<file path="src/rtl/gpio_port.sv">
module gpio_port #(
  parameter int          PINS      = 32,
  parameter int          ADDR_W    = 8,
  parameter logic [31:0] IMPL_MASK = 32'hFFFF_FFFF
) (
  input  logic              clk,
  input  logic              rst_n,
  input  logic [ADDR_W-1:0] bus_addr,
  input  logic              bus_we,
  input  logic [31:0]       bus_wdata,
  output logic [31:0]       bus_rdata,
  input  logic [PINS-1:0]   pin_in,
  output logic [PINS-1:0]   pin_out,
  output logic [PINS-1:0]   pin_oe
);
  localparam logic [PINS-1:0] MASK = IMPL_MASK[PINS-1:0];

  localparam logic [ADDR_W-1:0] OFS_DATA = ADDR_W'(8'h00);
  localparam logic [ADDR_W-1:0] OFS_SET  = ADDR_W'(8'h04);
  localparam logic [ADDR_W-1:0] OFS_CLR  = ADDR_W'(8'h08);
  localparam logic [ADDR_W-1:0] OFS_TGL  = ADDR_W'(8'h0C);
  localparam logic [ADDR_W-1:0] OFS_IN   = ADDR_W'(8'h10);
  localparam logic [ADDR_W-1:0] OFS_DIR  = ADDR_W'(8'h14);

  logic [PINS-1:0] out_q, dir_q, sync1_q, sync2_q;
  logic [PINS-1:0] wbits;

  assign wbits = bus_wdata[PINS-1:0] & MASK;

  always_ff @(posedge clk or negedge rst_n) begin
    if (!rst_n) begin
      out_q <= '0;
      dir_q <= '0;
    end else if (bus_we) begin
      case (bus_addr)
        OFS_DATA: out_q <= wbits;
        OFS_SET:  out_q <= out_q | wbits;
        OFS_CLR:  out_q <= out_q & ~wbits;
        OFS_TGL:  out_q <= out_q ^ wbits;
        OFS_DIR:  dir_q <= wbits;
        default: ;
      endcase
    end
  end

  always_ff @(posedge clk or negedge rst_n) begin
    if (!rst_n) begin
      sync1_q <= '0;
      sync2_q <= '0;
    end else begin
      sync1_q <= pin_in & MASK;
      sync2_q <= sync1_q;
    end
  end

  always_comb begin
    bus_rdata = '0;
    case (bus_addr)
      OFS_DATA: bus_rdata[PINS-1:0] = out_q;
      OFS_IN:   bus_rdata[PINS-1:0] = sync2_q;
      OFS_DIR:  bus_rdata[PINS-1:0] = dir_q;
      default: ;
    endcase
  end

  assign pin_oe  = dir_q;
  assign pin_out = out_q & dir_q;
endmodule

</file>
<file path="config.mk">
export PLATFORM = sky130hd
export DESIGN_NAME = gpio_port
export DESIGN_NICKNAME = d
export VERILOG_FILES = /design/src/rtl/gpio_port.sv
export SDC_FILE = /design/constraint.sdc
export NUM_CORES = 1
export LEC_CHECK = 0
export ABC_AREA = 0
export BUFFER_PORTS_ARGS = -buffer_cell sky130_fd_sc_hd__buf_2
export CAP_MARGIN = 20
export CORE_MARGIN = 2
export CORE_UTILIZATION = 58
export DETAILED_ROUTE_END_ITERATION = 16
export PLACE_DENSITY = 0.86
export SYNTH_ARGS = -nofsm -noshare
export SYNTH_HDL_FRONTEND = slang
export SYNTH_SLANG_ARGS = --single-unit
</file>
<file path="constraint.sdc">
create_clock -name clk -period 4.47 [get_ports clk]
set_input_delay 0.447 -clock clk [delete_from_list [all_inputs] [get_ports clk]]
set_output_delay 0.447 -clock clk [all_outputs]
set_load 0.02 [all_outputs]
</file>
Word level (Yosys, flattened, before mapping)
Index checks and enable logic that the tools add are counted.
{"block": "totals", "regBits": 128}
{"block": "op_classes", "n_eq_ne": 5, "mux": 2, "bitwise": 5, "reduce_logical": 4}
{"operator": "one-hot mux 32 bit (4 select lines)", "n": 1}
{"operator": "one-hot mux 32 bit (3 select lines)", "n": 1}
{"operator": "AND 32 bit", "n": 2}
{"operator": "NOT 32 bit", "n": 1}
{"operator": "OR 32 bit", "n": 1}
{"operator": "bitwise XOR 32 bit", "n": 1}
{"operator": "equality test 8 x 4 -> 1 bit (second input constant)", "n": 2}
{"operator": "equality test 8 x 5 -> 1 bit (second input constant)", "n": 2}
{"operator": "equality test 8 x 3 -> 1 bit (second input constant)", "n": 1}
{"operator": "zero test 8 bit", "n": 1}
{"operator": "AND reduction 2 bit", "n": 2}
{"operator": "nonzero test 4 bit", "n": 1}

Depth between registers and ports, before layout
Gate-level depths: netlist (run 1).
{"block": "logic_depth", "word_depth": 3, "ltp_mapped": 6}

Worst setup path after synthesis (run 1)
Ideal clock, no wire load.
{"block": "synth_timing", "kind": "in2out", "start": "input port bus_addr[1]", "end": "output port bus_rdata[10]", "arrival_time_ps": 1955, "required_ps": 4023, "path_slack_ps": 2068, "cell_stages": 5, "path_buffers": 2, "path_cell_list": "or4_4 -> or3_1 -> clkbuf_1 -> clkbuf_1 -> nor2_1"}
{"block": "synth_between", "elab_chain_len": 2, "word_cells_on_any_way": 4}
{"item": "start, declared", "line": "8", "source": "input logic [ADDR_W-1:0] bus_addr,"}
{"item": "equality test 8 x 5 -> 1 bit or zero test 8 bit (tied branches)", "line": "58", "source": "case (bus_addr)"}
{"item": "one-hot mux 32 bit (3 select lines) *", "line": "58"}
{"item": "end, declared", "line": "11", "source": "output logic [31:0] bus_rdata,"}
Every way passes the cells marked *; elsewhere a longest branch is shown, timed or not.

Worst setup path after layout (run 1)
{"block": "layout_timing", "start": "input port bus_addr[2]", "end": "output port bus_rdata[31]"}
The elaborated chain is that of the path after synthesis.

==> results by group, run 1 <==
Power
  – PD cells: 362 nW/µm²
  – Power Total: 3.06 mW
  – Worst VDD drop: between 0.2 and 0.25 mV
  – Pleak: 4.49 nW

Logic synthesis
  – Synth Area in Adders: 11.5%
  – Syn Area/Cell: 12.7 µm²
  – Synthesis Warnings: 0
  – Unique masters post-synth: 20
  – Largest family of logic cells by synthesized area: multiplexers
  – Synth top area share: between 40% and 50%
  – Synth Net Count: 686
  – Leading area contributor after synthesis: dfrtp_1
  – Synth Area in Compound Gates: roughly 3.5%
  – Mapped Cells: 547
  – Register area share after synthesis: 46.2%
  – Flops & latches, synth: 128
  – Synth area leaders: dfrtp_1, mux2_2, ha_1, mux4_2, inv_1
  – Mapped cell area: 6940 µm²
  – Mux share of post-synthesis cell area: between 20% and 30%
  – Xor/xnor share of the synthesized area: 0%
  – Simple-Gate Fraction of Synth Area: 5.52%

Finish
  – Layout Utilization: between 70% and 80%
  – Commonest non-fill, non-tap cells in the layout: buf_2, dfrtp_1, inv_1
  – Fin cells: 872
  – Most common cell after layout, fill and taps aside: buf_2
  – Layout cells sized above 1: around 46%
  – Area Overhead vs Synth: 22.0%
  – Fin nets: 853
  – Fill cells: 779

STA
  – Pins Over Slew Limit: 0
  – FMAX: 0.356 GHz
  – Final hold violation count: 0
  – Period utilization: 62.9%
  – Clock Skew: ~4.4 ps
  – Worst setup margin: 1660 ps
  – Min Tclk post-route: 2810 ps
  – Slew Limit Headroom: between 30% and 40%
  – Setup TNS: 0 ps
  – Worst slew pin tran: 1010 ps
  – Setup-failing EPs final: 0
  – RSZ-0062 raised after global routing: no

Clock network
  – Num Clock Sinks: 128
  – Postcts setup bufs: 0
  – Clk pin slew, worst setup/hold paths: 50 ps
  – H-tree levels: 4
  – TritonCTS buffer count: 17
  – CTS tree: built
  – Root Driver: clkbuf_16
  – Clock Latency Late Sink: 420 ps
  – Hold buffers post-CTS: 0
  – # resized after CTS: 0
  – Maximum clock path buffer count: 2

Global routing
  – Met3 GRT Util: under 10%
  – Met2 Track Usage GR: 45.0%
  – First-pass GRT wire length: 25200 µm
  – Initial antenna violation count: 2
  – Pin count of the biggest net entering global routing: 67
  – Most used routing layer: met2
  – Gr usage total: 25.6%
  – Vias in the first global route: 5208
  – Global route total overflow: 0
  – M1 GR Usage: 29.5%

Critical path
  – Cell breakdown of the critical path: buf_4 -> nor2_4 -> a22oi_1 -> nor2_1 -> buf_2
  – Crit path buf inv count: 2
  – WP data required: ~4000 ps
  – Critical path's largest stage delay: 860 ps
  – CP delay by family, top: simple AND/OR/NAND/NOR gates
  – Critical path start-end classification: input port to output pin
  – CP Max Fanout: 66
  – Setup crit end kind: output pin
  – Slowest CP cell: nor2_4
  – Worst Path Arrival: 2360 ps
  – Setup crit start kind: input port

Die
  – Die W: 113 µm
  – I/O pin total: around 170
  – Initial Util: 60.0%
  – Row Count: 39
  – Die Area: roughly 13000 µm²
  – Die height: between 100 and 150 µm
  – Core region area: 11600 µm²

Drt
  – Antenna Nets Post-Route: 0
  – Via count: ~4.8k
  – Routed WL: around 16000 µm
  – DRC violations left: 0
  – TritonRoute pass-1 iters: 4
  – Drt via density: 5.52
  – Iteration-0 DRC Markers: 310
  – DR WL/cell: 18.0 µm

Placed design
  – Input/output buffers: 170
  – GPL Wtd Cong: 0.784
  – Placed insts: 838
  – Detailed Place HPWL: 10200 µm
  – Worst slack, placed: between 1500 and 2000 ps

Worst hold path
  – HP Class: input port to async pin

Status
  – Status: complete, no violations

Flow run
  – Maxcap violations: 0
state kept, by name (all words and copies together), names as in the netlist:
register / count
out_q: 32
pin_oe: 32
sync1_q: 32
sync2_q: 32
layer usage:
metal	wire [µm]	up-vias	part of all wire, %
met1	6140	2453	39
met3	680	29	4.3
met2	8470	154	54
met5	0	-	0
met4	416	0	2.6
li1	-	2180	-
power breakdown:
| part | total (mW) | internal [mW] | switching, mW |
|---|---|---|---|
| Clock | 1.32 | 0.849 | 0.476 |
| Sequential | 1.32 | 1.24 | 0.0754 |
| Combinational | 0.422 | 0.213 | 0.209 |
| Total | 3.06 | 2.30 | 0.760 |
cell type report:
cell class	count	area (µm²)	share of cell area, %
Antenna cell	2	5.00	0.0592
Clock buffer	27	523	6.18
Clock inverter	5	50.0	0.592
Inverter	96	360	4.26
Multi-Input combinational cell	295	3240	38.3
Sequential cell	128	3200	37.9
Tap cell	143	179	2.11
Timing Repair Buffer	176	901	10.6
path summary, 6_finish.rpt:
kind	from	to	slack, ps	cells after the start
min in group clk	pin_in[3]	sync1_q[3]$_DFF_PN0_	130	1
worst max-delay path	bus_addr[2]	bus_rdata[31]	1660	5
max in group asynchronous	rst_n	sync1_q[23]$_DFF_PN0_	3400	2
worst max register to register	out_q[10]$_DFFE_PN0P_	out_q[10]$_DFFE_PN0P_	2820	4
worst min-delay path	rst_n	sync1_q[9]$_DFF_PN0_	40	1
worst min register to register	sync1_q[26]$_DFF_PN0_	sync2_q[26]$_DFF_PN0_	350	0
cells in the mapped netlist, drive strengths merged:
| master | count |
|---|---|
| inv | 96 |
| nor4 | 1 |
| mux2 | 96 |
| clkbuf | 15 |
| buf | 13 |
| and2 | 32 |
| nor2 | 33 |
| or3 | 1 |
| a22oi | 32 |
| nand2b | 1 |
| nand2 | 1 |
| or4 | 1 |
| nor3 | 1 |
| ha | 64 |
| mux4 | 32 |
| dfrtp | 128 |
per-stage QoR:
stage	hold slack [ps]	instance area [µm²]
after floorplan	151	6940
after global placement	331	7880
after detailed placement	336	7880
after CTS	68.8	8460
after global routing	95.2	8460
final	41.3	8460
worst register-to-register path: cells and delay by family (launching register included):
kind / cells / cell delay, ps
muxes: 2 / 750
adders and majority gates: 1 / 290
buffers and inverters: 1 / 80
DFF: 1 / 420
kinds of logic after synthesis:
kind of cell | Yosys count
buffers and inverters | 124
adder cells (fa/ha/maj) | 64
AO/OA/AOI/OAI | 32
multiplexers | 128
flip-flops | 128
AND/OR/NAND/NOR | 71
No activity file was read; power rests on OpenSTA's default activity.
==> run 2: changes to the inputs <==
--- a/config.mk
+++ b/config.mk
@@ -9,9 +9,9 @@
 export BUFFER_PORTS_ARGS = -buffer_cell sky130_fd_sc_hd__buf_2
 export CAP_MARGIN = 20
 export CORE_MARGIN = 2
-export CORE_UTILIZATION = 58
+export CORE_UTILIZATION = 49
 export DETAILED_ROUTE_END_ITERATION = 16
-export PLACE_DENSITY = 0.86
+export PLACE_DENSITY = 0.77
 export SYNTH_ARGS = -nofsm -noshare
 export SYNTH_HDL_FRONTEND = slang
 export SYNTH_SLANG_ARGS = --single-unit
==> constraint.sdc (replaced) <==
create_clock -name clk -period 2.43 [get_ports clk]
set_input_delay 0.243 -clock clk [delete_from_list [all_inputs] [get_ports clk]]
set_output_delay 0.243 -clock clk [all_outputs]
set_load 0.02 [all_outputs]
==> run 2 against run 1 <==
Effect of this change: power is 83% higher; setup slack worse by 1300 ps; worst hold slack better by 51 ps; clock skew is 2.0 ps lower; sequential cell count stayed put; clock power is 80% higher; combinational power is 93% higher; critical endpoint is now bus_rdata[13]; largest cell class unchanged.
==> results by group, run 2 (synthesis results as in run 1) <==
Critical path
  – Critical path start-end classification: input port to output pin (unchanged)
  – CP Max Fanout: 16 (was 66)
  – WP data required: 2190 ps (was 4020 ps)
  – Setup crit start kind: input port (unchanged)
  – Worst Path Arrival: 1840 ps (was 2360 ps)
  – Setup crit end kind: output pin (unchanged)
  – FF-to-FF setup slack: 810 ps (was 2820 ps)

STA
  – RSZ-0062 raised after global routing: no (unchanged)
  – Pins Over Slew Limit: 0 (unchanged)
  – Final hold violation count: 0 (unchanged)
  – FMAX: a little under 0.5 GHz
  – Clock Skew: 2.33 ps (was 4.36 ps)
  – Setup-failing EPs final: 0 (unchanged)
  – Period utilization: 85.5%
  – Slew Limit Headroom: 63.7% (was 32.5%)
  – Worst slew pin tran: 545 ps (was 1010 ps)
  – Min Tclk post-route: between 2000 and 2500 ps
  – Setup TNS: 0 ps (unchanged)

Clock network
  – H-tree levels: 4 (unchanged)
  – Maximum clock path buffer count: 2 (unchanged)
  – Postcts setup bufs: 0 (unchanged)
  – Num Clock Sinks: 128 (unchanged)
  – CTS tree: built (unchanged)
  – TritonCTS buffer count: 17 (unchanged)
  – Root Driver: clkbuf_16 (unchanged)
  – Clk pin slew, worst setup/hold paths: 50 ps (about the same)
  – Clock Latency Late Sink: 410 ps (was 420 ps)

Drt
  – Drt via density: 5.19 (was 5.52)
  – Routed WL: 15700 µm (about the same)
  – TritonRoute pass-1 iters: 4 (unchanged)
  – DRC violations left: 0 (unchanged)
  – DR WL/cell: 16.6 µm (was 18.0 µm)
  – Iteration-0 DRC Markers: 195 (was 310)
  – Antenna Nets Post-Route: 0 (unchanged)
  – Via count: 4905 (was 4816)

Power
  – Power Total: 5.61 mW (was 3.06 mW)
  – Pleak: 4.67 nW (was 4.49 nW)
  – PD cells: 629 nW/µm² (was 362 nW/µm²)
  – Worst VDD drop: 0.440 mV (was 0.225 mV)

Die
  – Core region area: 13800 µm² (was 11600 µm²)
  – Row Count: 43 (was 39)
  – I/O pin total: 171 (unchanged)
  – Die W: 123 µm (was 113 µm)
  – Die height: 123 µm (was 113 µm)
  – Initial Util: 50.2% (was 60.0%)
  – Die Area: 15100 µm² (was 12800 µm²)

Finish
  – Design Area, Final: 8930 µm² (was 8460 µm²)
  – Area Overhead vs Synth: 28.7% (was 22.0%)
  – Most common cell after layout, fill and taps aside: buf_2 (unchanged)
  – Fill cells: 1022 (was 779)
  – Commonest non-fill, non-tap cells in the layout: buf_2, dfrtp_1, inv_1 (unchanged)
  – Fin nets: 893 (was 853)
  – Layout cells sized above 1: 44.4% (was 45.9%)
  – Final antenna diode count: 0 (was 2)

Global routing
  – First-pass GRT wire length: 25500 µm (was 25200 µm)
  – Vias in the first global route: 5170 (was 5208)
  – Pin count of the biggest net entering global routing: 54 (was 67)
  – Gr usage total: 22.0% (was 25.6%)
  – Initial antenna violation count: 0 (was 2)
  – Global route total overflow: 0 (unchanged)

Placed design
  – GPL Wtd Cong: 0.749 (was 0.784)
  – Detailed Place HPWL: 10700 µm (was 10200 µm)
  – Input/output buffers: 170 (unchanged)
  – Cell Area, Placed: 8050 µm² (was 7880 µm²)

Flow run
  – Maxcap violations: 0 (unchanged)

Status
  – Status: complete, no violations (unchanged)

Worst hold path
  – HP Class: input port to flop (was input port to async pin)
run 2: changes by cell type in the layout (fill, tap and decap cells not counted):
cell / delta
buf_4: +1
diode_2: -2
buf_12: +5
clkbuf_8: -2
clkbuf_1: -1
clkinvlp_4: +1
buf_6: +1
dlygate4sd3_1: +33
run 2: layout make-up:
type	count	area (µm²)	share of cell area, %
clock buffer	24	492	5.51
sequential	128	3200	35.9
multi-input combinational	295	3240	36.3
timing repair buffer	216	1350	15.1
clock inverter	6	57.6	0.645
tap	180	225	2.52
inverter	96	360	4.04
run 2: what timing repair did:
action | CTS | global route
hold endpoints to repair | 83 | 0
hold buffers | 33 | 0
gates resized for setup | 0 | 0
run 2: through the flow:
stage	hold WS [ps]	setup WS [ps]	std cells	utilization (%)
finish	92.2	352	945	64.6
global route	80.0	302	945	64.6
CTS	65.5	355	945	64.6
detailed placement	228	362	882	58.2
global placement	220	371	882	58.2
floorplan	-52.6	436	547	-
run 2: worst max-delay path, stage by stage:
cell	delay, ps
buf_2	90
or4_4	570
or3_1	350
buf_4	220
nor2_1	160
buf_2	190
run 2: final timing paths:
check                      depth (start not counted)               endpoint                  start
hold / removal                                     2  pin_oe[6]$_DFFE_PN0P_           bus_wdata[6]
hold reg to reg                                    0  sync2_q[23]$_DFF_PN0_  sync1_q[23]$_DFF_PN0_
max in group asynchronous                          3  out_q[14]$_DFFE_PN0P_                  rst_n
setup / recovery                                   6          bus_rdata[13]            bus_addr[1]
setup reg to reg                                   4  out_q[27]$_DFFE_PN0P_  out_q[27]$_DFFE_PN0P_
min in group asynchronous                          2  sync2_q[22]$_DFF_PN0_                  rst_n
run 2: per-layer routing:
| metal | part of all wire (%) | wire length (µm) | track usage, % |
|---|---|---|---|
| met2 | 52 | 8120 | 37.8 |
| met5 | 0 | 0 | 0 |
| met3 | 5.1 | 797 | 4.47 |
| met1 | 42 | 6520 | 27.7 |
| met4 | 1.6 | 254 | 7.74 |
run 2: power by group:
| group | internal [mW] | switching, mW |
|---|---|---|
| clock | 1.49 | 0.886 |
| combinational | 0.434 | 0.380 |
| sequential | 2.28 | 0.133 |
| total | 4.21 | 1.40 |
==> run 3: changes to the inputs <==
==> constraint.sdc (replaced) <==
create_clock -name clk -period 2.43 [get_ports clk]
set_input_delay 0.486 -clock clk [delete_from_list [all_inputs] [get_ports clk]]
set_output_delay 0.486 -clock clk [all_outputs]
set_load 0.02 [all_outputs]
==> run 3 against run 2 <==
Effect of this change: the flow now finishes with violations (setup timing); sequential power is essentially flat; core utilization shrank 1.2 points; final cell count shrank 3.2%; design area shrank 1.8%.
==> results by group, run 3 (synthesis results as in run 1) <==
STA
  – FMAX: 0.411 GHz (was 0.481 GHz)
  – Clock Skew: 3.26 ps (was 2.33 ps)
  – Setup-failing EPs final: 2 (was 0)
  – Period utilization: 100% (was 85.5%)
  – Min Tclk post-route: 2440 ps (was 2080 ps)
  – Pins Over Slew Limit: 0 (unchanged)
  – RSZ-0062 raised after global routing: yes (was no)
  – Worst slew pin tran: 491 ps (was 545 ps)
  – Slew Limit Headroom: 67.3% (was 63.7%)
  – Final hold violation count: 0 (unchanged)
  – Worst setup margin: -5.92 ps (was 352 ps)

Power
  – Pleak: 4.56 nW (was 4.67 nW)
  – Power Total: 5.72 mW (was 5.61 mW)
  – PD cells: 652 nW/µm² (was 629 nW/µm²)
  – Worst VDD drop: 0.434 mV (was 0.440 mV)

Placed design
  – GPL Wtd Cong: 0.772 (was 0.749)
  – Worst slack, placed: -46.1 ps (was 362 ps)
  – Placed insts: 883 (was 882)
  – Detailed Place HPWL: 10500 µm (was 10700 µm)
  – Input/output buffers: 170 (unchanged)

Drt
  – DRC violations left: 0 (unchanged)
  – Drt via density: 5.26 (was 5.19)
  – Routed WL: 15600 µm (was 15700 µm)
  – TritonRoute pass-1 iters: 4 (unchanged)
  – DR WL/cell: 17.0 µm (was 16.6 µm)
  – Via count: 4809 (was 4905)
  – Antenna Nets Post-Route: 0 (unchanged)
  – Iteration-0 DRC Markers: 240 (was 195)

Finish
  – Fill cells: 1045 (was 1022)
  – Area Overhead vs Synth: 26.4% (was 28.7%)
  – Commonest non-fill, non-tap cells in the layout: buf_2, dfrtp_1, inv_1 (unchanged)
  – Final antenna diode count: 0 (unchanged)
  – Layout cells sized above 1: 47.6% (was 44.4%)
  – Fin cells: 915 (was 945)
  – Fin nets: 861 (was 893)
  – Most common cell after layout, fill and taps aside: buf_2 (unchanged)

Critical path
  – CP delay by family, top: simple AND/OR/NAND/NOR gates (unchanged)
  – Slowest CP cell: or4_4 (unchanged)
  – Worst R2R Start: out_q[9]$_DFFE_PN0P_ (was out_q[27]$_DFFE_PN0P_)
  – Setup crit end kind: output pin (unchanged)
  – Critical path start-end classification: input port to output pin (unchanged)
  – Reg-to-Reg End: out_q[9]$_DFFE_PN0P_ (was out_q[27]$_DFFE_PN0P_)
  – Setup crit start kind: input port (unchanged)
  – Crit path buf inv count: 3 (unchanged)
  – WP data required: 1940 ps (was 2190 ps)
  – Cell breakdown of the critical path: buf_2 -> or4_4 -> or3_4 -> buf_6 -> nor2_1 -> buf_4 (was buf_2 -> or4_4 -> or3_1 -> buf_4 -> nor2_1 -> buf_2)
  – Worst Path Arrival: 1950 ps (was 1840 ps)
  – CP Max Fanout: 16 (unchanged)
  – FF-to-FF setup slack: 780 ps (was 810 ps)
  – Critical path's largest stage delay: 530 ps (was 570 ps)
  – R2R depth: 4 (unchanged)

Die
  – Initial Util: 50.2% (unchanged)
  – Die W: 123 µm (unchanged)
  – I/O pin total: 171 (unchanged)
  – Die Area: 15100 µm² (unchanged)
  – Core region area: 13800 µm² (unchanged)
  – Row Count: 43 (unchanged)
  – Die height: 123 µm (unchanged)

Global routing
  – Pin count of the biggest net entering global routing: 50 (was 54)
  – Gr usage total: 21.6% (was 22.0%)
  – Global route total overflow: 0 (unchanged)
  – First-pass GRT wire length: 25200 µm (was 25500 µm)
  – Initial antenna violation count: 0 (unchanged)
  – Vias in the first global route: 5033 (was 5170)

Clock network
  – Clock Latency Late Sink: 410 ps (about the same)
  – Root Driver: clkbuf_16 (unchanged)
  – # resized after CTS: 6 (was 0)
  – Clk pin slew, worst setup/hold paths: 50 ps (about the same)
  – TritonCTS buffer count: 17 (unchanged)
  – Hold buffers post-CTS: 0 (was 33)
  – H-tree levels: 4 (unchanged)
  – CTS tree: built (unchanged)
  – Maximum clock path buffer count: 2 (unchanged)
  – Num Clock Sinks: 128 (unchanged)
  – Postcts setup bufs: 0 (unchanged)

Status
  – Status: finished with violations (was complete, no violations)
  – Failing checks: setup timing

Flow run
  – Maxcap violations: 0 (unchanged)

Worst hold path
  – HP Class: input port to async pin (was input port to flop)
[run 3: cell count changes in the layout (fill, tap and decap cells not counted), sizes merged]
cell / previous run / this run
clkinv: 4 / 7
clkbuf: 24 / 22
dlygate4sd3: 33 / 0
buf: 183 / 184
bufinv: 1 / 2
[run 3: worst reg2reg max path, stage by stage, from the launching register on]
cell and delay (ps):
dfrtp_1 440, inv_1 90, ha_1 280, mux4_2 450, mux2_2 280
[run 3: how the worst max path moves through the flow]
stage / start / end / depth (start not counted)
final: bus_addr[1] / bus_rdata[12] / 6
after detailed placement: bus_addr[1] / bus_rdata[28] / 6
after global routing: bus_addr[1] / bus_rdata[9] / 6
after global placement: bus_addr[1] / bus_rdata[19] / 6
after floorplan: bus_addr[1] / bus_rdata[10] / 5
after CTS: bus_addr[1] / bus_rdata[9] / 6
[run 3: final cells by class]
type	instances	area (µm²)	area share [%]
multi-input cells	295	3260	37.1
flip-flops and latches	128	3200	36.5
repair buffers	184	1140	13.0
clock buffers	22	474	5.41
inverters	96	360	4.11
well taps	180	225	2.57
clock inverters	10	110	1.26
[run 3: stage by stage]
stage | area [µm²] | TNS (ps) | util [%] | hold slack [ps]
global placement | 8080 | 0 | 58.4 | 332
detailed placement | 8080 | -690 | 58.4 | 335
global route | 8770 | -412 | 63.4 | 47.3
finish | 8770 | -6.35 | 63.4 | 12.0
CTS | 8680 | -1.28 | 62.8 | 27.7
floorplan | 6940 | -1490 | - | 190
[run 3: routing by layer]
| metal | wire [µm] | vias to the layer above | track usage, % |
|---|---|---|---|
| met5 | 0 | - | 0 |
| li1 | - | 2201 | - |
| met4 | 235 | 0 | 6.96 |
| met1 | 6560 | 2445 | 27.8 |
| met3 | 812 | 19 | 4.47 |
| met2 | 7990 | 144 | 36.7 |
[run 3: where the power goes]
group | leakage (nW) | internal [mW] | switching [mW]
Clock | 0.290 | 1.58 | 0.923
Combinational | 2.65 | 0.408 | 0.383
Sequential | 1.62 | 2.28 | 0.134
